==> config.mk <==
export PLATFORM = sky130hd
export DESIGN_NAME = amem_front
export DESIGN_NICKNAME = d
export VERILOG_FILES = /design/src/rtl/amem_pkg.sv /design/src/rtl/amem_sync.sv /design/src/rtl/amem_wr_capture.sv /design/src/rtl/amem_rd_drive.sv /design/src/rtl/amem_front.sv
export SDC_FILE = /design/constraint.sdc
export NUM_CORES = 1
export LEC_CHECK = 0
export BUFFER_PORTS_ARGS = -buffer_cell sky130_fd_sc_hd__buf_2
export CORE_MARGIN = 2
export CORE_UTILIZATION = 40
export DETAILED_ROUTE_END_ITERATION = 6
export GPL_ROUTABILITY_DRIVEN = 1
export PLACE_DENSITY_LB_ADDON = 0.08
export SYNTH_ARGS = -nofsm -noshare
export SYNTH_HDL_FRONTEND = slang
export SYNTH_SLANG_ARGS = --single-unit
==> constraint.sdc <==
create_clock -name clk -period 2.4 [get_ports clk]
set_input_delay 0 -clock clk [delete_from_list [all_inputs] [get_ports clk]]
set_output_delay 0 -clock clk [all_outputs]
set_load 0.02 [all_outputs]
==> src/rtl/amem_pkg.sv <==
package amem_pkg;

  typedef enum logic {
    WR_IDLE  = 1'b0,
    WR_ARMED = 1'b1
  } wr_state_e;

  typedef struct packed {
    logic ce_n;
    logic oe_n;
    logic we_n;
    logic rst_n;
    logic byte_n;
  } strobe_t;

  localparam strobe_t STROBE_IDLE = '{ce_n: 1'b1, oe_n: 1'b1, we_n: 1'b1,
                                      rst_n: 1'b1, byte_n: 1'b1};

  function automatic logic wr_strobe_low(strobe_t s);
    return !s.ce_n && !s.we_n;
  endfunction

  function automatic logic rd_window(strobe_t s);
    return !s.ce_n && !s.oe_n && s.we_n && s.rst_n;
  endfunction

endpackage

==> src/rtl/amem_sync.sv <==
module amem_sync #(
  parameter int W = 1,
  parameter int STAGES = 2,
  parameter logic [W-1:0] RST_VAL = '0
) (
  input  logic         clk,
  input  logic         rst,
  input  logic [W-1:0] d,
  output logic [W-1:0] q
);
  logic [W-1:0] stg [STAGES];

  always_ff @(posedge clk) begin
    if (rst) begin
      for (int i = 0; i < STAGES; i++) stg[i] <= RST_VAL;
    end else begin
      stg[0] <= d;
      for (int i = 1; i < STAGES; i++) stg[i] <= stg[i-1];
    end
  end

  assign q = stg[STAGES-1];
endmodule

==> src/rtl/amem_wr_capture.sv <==
module amem_wr_capture
  import amem_pkg::*;
#(
  parameter int AW = 20,
  parameter int DW = 16
) (
  input  logic          clk,
  input  logic          rst,
  input  strobe_t       s,
  input  logic [AW-1:0] s_addr,
  input  logic [DW-1:0] s_dq,
  output logic          cmd_valid,
  output logic [AW:0]   cmd_addr,
  output logic [DW-1:0] cmd_data,
  output logic          cmd_byte
);
  localparam int HW = DW / 2;
  localparam int UW = DW - HW;

  wr_state_e     state;
  logic          act, act_q;
  logic [AW:0]   hold_addr;
  logic [DW-1:0] hold_data;
  logic          hold_byte;
  logic [DW-1:0] narrow_dq;

  assign act       = wr_strobe_low(s);
  assign narrow_dq = {{UW{1'b0}}, s_dq[HW-1:0]};

  always_ff @(posedge clk) begin
    if (rst) begin
      state     <= WR_IDLE;
      act_q     <= 1'b0;
      hold_addr <= '0;
      hold_data <= '0;
      hold_byte <= 1'b0;
      cmd_valid <= 1'b0;
      cmd_addr  <= '0;
      cmd_data  <= '0;
      cmd_byte  <= 1'b0;
    end else begin
      act_q     <= act;
      cmd_valid <= 1'b0;
      case (state)
        WR_IDLE: begin
          // cycle opens on the later falling strobe
          if (act && !act_q && s.oe_n && s.rst_n) begin
            state     <= WR_ARMED;
            hold_byte <= !s.byte_n;
            hold_addr <= s.byte_n ? {1'b0, s_addr} : {s_addr, s_dq[DW-1]};
            hold_data <= s.byte_n ? s_dq : narrow_dq;
          end
        end
        WR_ARMED: begin
          if (!s.rst_n || !s.oe_n) begin
            state <= WR_IDLE;
          end else if (act) begin
            hold_data <= hold_byte ? narrow_dq : s_dq;
          end else begin
            // earliest rising strobe closes the cycle; data is last active sample
            state     <= WR_IDLE;
            cmd_valid <= 1'b1;
            cmd_addr  <= hold_addr;
            cmd_data  <= hold_data;
            cmd_byte  <= hold_byte;
          end
        end
        default: state <= WR_IDLE;
      endcase
    end
  end
endmodule

==> src/rtl/amem_rd_drive.sv <==
module amem_rd_drive
  import amem_pkg::*;
#(
  parameter int AW = 20,
  parameter int DW = 16
) (
  input  logic          clk,
  input  logic          rst,
  input  strobe_t       s,
  input  logic [AW-1:0] s_addr,
  input  logic          s_lsb,
  input  logic [DW-1:0] rd_data,
  output logic [AW-1:0] rd_addr,
  output logic [DW-1:0] dq_out,
  output logic          dq_oe_lo,
  output logic          dq_oe_hi
);
  localparam int HW = DW / 2;

  logic          drive;
  logic [DW-1:0] byte_lane;

  assign drive     = rd_window(s);
  assign byte_lane = {rd_data[DW-1:HW],
                      s_lsb ? rd_data[DW-1:HW] : rd_data[HW-1:0]};

  always_ff @(posedge clk) begin
    if (rst) begin
      rd_addr  <= '0;
      dq_out   <= '0;
      dq_oe_lo <= 1'b0;
      dq_oe_hi <= 1'b0;
    end else begin
      rd_addr  <= s_addr;
      dq_out   <= s.byte_n ? rd_data : byte_lane;
      dq_oe_lo <= drive;
      dq_oe_hi <= drive && s.byte_n;
    end
  end
endmodule

==> src/rtl/amem_front.sv <==
module amem_front
  import amem_pkg::*;
#(
  parameter int AW = 20,
  parameter int DW = 16,
  parameter int SYNC_STAGES = 2
) (
  input  logic          clk,
  input  logic          rst,
  input  logic          bus_ce_n,
  input  logic          bus_oe_n,
  input  logic          bus_we_n,
  input  logic          bus_rst_n,
  input  logic          bus_byte_n,
  input  logic [AW-1:0] bus_addr,
  input  logic [DW-1:0] dq_in,
  output logic [DW-1:0] dq_out,
  output logic          dq_oe_lo,
  output logic          dq_oe_hi,
  output logic          cmd_valid,
  output logic [AW:0]   cmd_addr,
  output logic [DW-1:0] cmd_data,
  output logic          cmd_byte,
  output logic [AW-1:0] rd_addr,
  input  logic [DW-1:0] rd_data
);
  localparam int SW = $bits(strobe_t);
  localparam int BW = AW + DW;

  strobe_t       raw_s, s;
  logic [SW-1:0] s_bits;
  logic [BW-1:0] bus_q;
  logic [AW-1:0] s_addr;
  logic [DW-1:0] s_dq;

  assign raw_s = '{ce_n: bus_ce_n, oe_n: bus_oe_n, we_n: bus_we_n,
                   rst_n: bus_rst_n, byte_n: bus_byte_n};

  amem_sync #(.W(SW), .STAGES(SYNC_STAGES), .RST_VAL(STROBE_IDLE)) u_sync_strobe (
    .clk(clk), .rst(rst), .d(raw_s), .q(s_bits)
  );

  // address and data take the same path length as the strobes
  amem_sync #(.W(BW), .STAGES(SYNC_STAGES), .RST_VAL('0)) u_sync_bus (
    .clk(clk), .rst(rst), .d({bus_addr, dq_in}), .q(bus_q)
  );

  assign s      = strobe_t'(s_bits);
  assign s_addr = bus_q[BW-1:DW];
  assign s_dq   = bus_q[DW-1:0];

  amem_wr_capture #(.AW(AW), .DW(DW)) u_wr (
    .clk(clk), .rst(rst), .s(s), .s_addr(s_addr), .s_dq(s_dq),
    .cmd_valid(cmd_valid), .cmd_addr(cmd_addr), .cmd_data(cmd_data),
    .cmd_byte(cmd_byte)
  );

  amem_rd_drive #(.AW(AW), .DW(DW)) u_rd (
    .clk(clk), .rst(rst), .s(s), .s_addr(s_addr), .s_lsb(s_dq[DW-1]),
    .rd_data(rd_data), .rd_addr(rd_addr), .dq_out(dq_out),
    .dq_oe_lo(dq_oe_lo), .dq_oe_hi(dq_oe_hi)
  );
endmodule

==> results_dict.tcl <==
set metrics [dict create \
    status "finished clean" \
    hpwl_um 8470 \
    drt_iter0_markers 254 \
    tns_ns 0 \
    die_w_um 131 \
    vias 4682 \
    slowest_delay_ns 0.65 \
    power_frac_comb 0.052 \
    p_switching_mw 1.34 \
    max-cap-violations 0 \
    wl_per_cell_um 13.4 \
    yosys_register_bits 199 \
    drive_gt1_frac 0.251 \
    reg2reg_slack_ns 0.49 \
    grt_pass1_vias 4613 \
    p_leak_nw 3.56 \
    cts_tree "done" \
    grt_max_degree 84 \
    r2r_cells 4 \
    initial_core_util 0.409 \
    path_cells "nor2b_1 -> nand2_1 -> a21oi_1 -> dlygate4sd3_1" \
    finalNetCount 859 \
    cts_inserted_buffers 17 \
    areaGrowthSynthToFinish_pct 31.0 \
    required_ns 2.77 \
    switching_share 0.200 \
    cts_setup_buffers 0 \
    finalCritPeriodShare 0.797 \
    syn-mean-instance-area_um2 10.3 \
    drt-total-wl_um 13700 \
    num_rows 46 \
    drt_pass1_iterations 4 \
    p_per_area_nw_per_um2 792 \
    h-tree-depth 4 \
    clock_skew_ns 0.00673 \
    holdPathEnd "u_rd.dq_out[15]" \
    critPathMaxFanout 8 \
    place.gp.congestion 0.715 \
    syn_area_um2 6470 \
    r2r_end "u_rd.dq_out[6]" \
    fin_ws_ns 0.487 \
    path_clk_slew_ns 0.07 \
    ys_seq_area_frac 0.615 \
    ys_warn_count 0 \
    clk_latency_ns 0.43 \
    grt_use_total 0.162 \
    placed_cell_area_um2 7280 \
    grt_pass1_wl_um 22200 \
    slowest_stage "nor2b_1" \
    r2r_start "u_sync_bus.stg[0][51]" \
    finalPower_mw 6.71 \
    die_area_um2 17200 \
    ir_drop_uv 629 \
    vias_per_cell 4.55 \
    drtAntennaViolNets 0 \
    pre_cts_ws_ns 0.653 \
    relSlewSlack 0.440 \
    drc 0 \
    p_seq_frac 0.511 \
    cp.arrival_ns 2.28 \
    setup_viol 0 \
    cp-start-kind "flip-flop" \
    die_h_um 131 \
    intPower_mw 5.37 \
    n_fill_cell 1444 \
    overflow 0 \
    cts_resized 0 \
    synthCells 627 \
    final_cell_area_um2 8480 \
    antenna_cells 0 \
    gr-usage-met2 0.270 \
    numClockSinks 199 \
    max_freq_mhz 523 \
    grtUsageMet3 0.0521 \
    path_class "reg -> reg" \
    worst_pin_slew_ns 0.840 \
    antenna_found_initial 0 \
    synthDistinctLibCells 30 \
    clock_path_buffers 2 \
    hold_viol_final 0 \
    grt_use_met1 0.195 \
    power_frac_clock 0.437 \
    min_from "rst" \
    io_buffers 135 \
    ios 136 \
    holdPathStages 2 \
    syn-num-nets 686 \
    root_buffer "clkbuf_16" \
    rsz0062_at_grt "no" \
    fin_crit_ns 1.91 \
    core_um2 15800 \
    grt-busiest-layer "met2" \
    worst_setup_path_end_kind "flip-flop" \
    hold_class "in -> reg" \
    report.final.slew_viol_count 0 \
]
[power groups by stage]
stage | registers (mW) | logic [mW] | clock network (mW)
finish | 3.43 | 0.349 | 2.94
CTS | 3.43 | 0.354 | 3.02
global route | 3.44 | 0.384 | 3.16
floorplan | 3.52 | 0.151 | 0
global placement | 3.50 | 0.274 | 0
detailed placement | 3.50 | 0.279 | 0
[synth_stat cells, drive strengths merged]
cell | n | area [um2]
and4b | 1 | 10.0
nand4b | 8 | 70.1
a31o | 8 | 70.1
nor3b | 1 | 7.51
or2 | 10 | 62.6
nor3 | 1 | 5.00
dfxtp | 199 | 3980
nor2b | 102 | 638
mux2i | 19 | 190
o2111ai | 1 | 8.76
nand2 | 93 | 349
nand3 | 1 | 5.00
clkbuf | 26 | 97.6
a311oi | 1 | 8.76
a211oi | 20 | 205
and2 | 3 | 21.3
a21oi | 76 | 380
buf | 22 | 145
nand2b | 21 | 131
o21ai | 9 | 45.0
and4bb | 1 | 16.3
nor2 | 3 | 11.3
o2111a | 1 | 11.3
[how the worst max path moves through the flow]
stage / from / endpoint / slack [ns] / cells after the start
after global routing: u_sync_bus.stg[0][51] / u_rd.dq_out[6] / 0.33 / 4
after global placement: u_sync_strobe.stg[0][9] / u_wr.hold_data[8] / 0.67 / 3
after floorplan: u_wr.state / u_wr.hold_data[14] / 1.10 / 6
final: u_sync_bus.stg[0][51] / u_rd.dq_out[6] / 0.49 / 4
after detailed placement: u_sync_strobe.stg[0][9] / u_wr.hold_data[12] / 0.65 / 3
after CTS: u_sync_bus.stg[0][51] / u_rd.dq_out[2] / 0.43 / 4
[flip-flops by register name (all words and copies together), names as in the netlist]
register / count
u_sync_bus.stg: 72
u_wr.cmd_addr: 21
u_wr.hold_addr: 21
u_rd.rd_addr: 20
u_rd.dq_out: 16
u_wr.cmd_data: 16
u_wr.hold_data: 16
u_sync_strobe.stg: 10
u_rd.dq_oe_hi: 1
u_rd.dq_oe_lo: 1
u_wr.act_q: 1
u_wr.cmd_byte: 1
u_wr.cmd_valid: 1
u_wr.hold_byte: 1
u_wr.state: 1
[cells by family (layout without fill, tap and decap cells)]
family / after synthesis / in the layout / synth area share
AOI/OAI and AO/OA: 116 / 116 / 0.113
buffers and inverters: 48 / 233 / 0.0375
DFF: 199 / 199 / 0.615
muxes: 19 / 19 / 0.0294
and+or+nand+nor: 245 / 245 / 0.205
[area by class of cell]
class                      count  area (um2)  area share
timing repair buffer         202        1350       0.159
multi-input combinational    380        2270       0.267
tap                          216         270      0.0319
clock inverter                 9         149      0.0176
sequential                   199        3980       0.470
clock buffer                  22         464      0.0547
[stage by stage]
| stage | cells | hold slack (ns) | utilization |
|---|---|---|---|
| finish | 1028 | 0.0171 | 0.536 |
| global route | 1028 | 0.0424 | 0.536 |
| CTS | 1028 | 0.0172 | 0.536 |
| detailed placement | 938 | 0.189 | 0.460 |
| global placement | 938 | 0.187 | 0.460 |
| floorplan | 627 | 0.104 | - |
[repair_timing]
item                                    4_1_cts  5_1_grt
endpoints found under the setup margin        0        0
endpoints found under the hold margin        57        0
hold buffers                                 59        0
[cell usage in the layout (no fill, tap or decap), drive strengths merged, types with 3 or more instances in the layout]
master,instances
mux2i,19
nand2b,21
dlygate4sd3,59
dfxtp,199
a31o,8
clkbuf,22
a211oi,20
nor2b,102
a21oi,76
o21ai,9
clkinv,5
nor2,3
or2,10
and2,3
buf,143
nand2,93
nand4b,8
bufinv,4
[worst max-delay path: cells and delay by family, from the launching register on]
kind                   cells  cell delay, ns
and+or+nand+nor            2            0.78
DFF                        1            0.35
buffers and inverters      1            0.56
AOI/OAI and AO/OA          1            0.15
[per-layer routing]
layer,share of wire,up-vias
met3,0.048,16
met5,0,-
met1,0.46,2157
li1,-,2403
met2,0.47,106
met4,0.017,0
(Power assumes the default switching activity.)
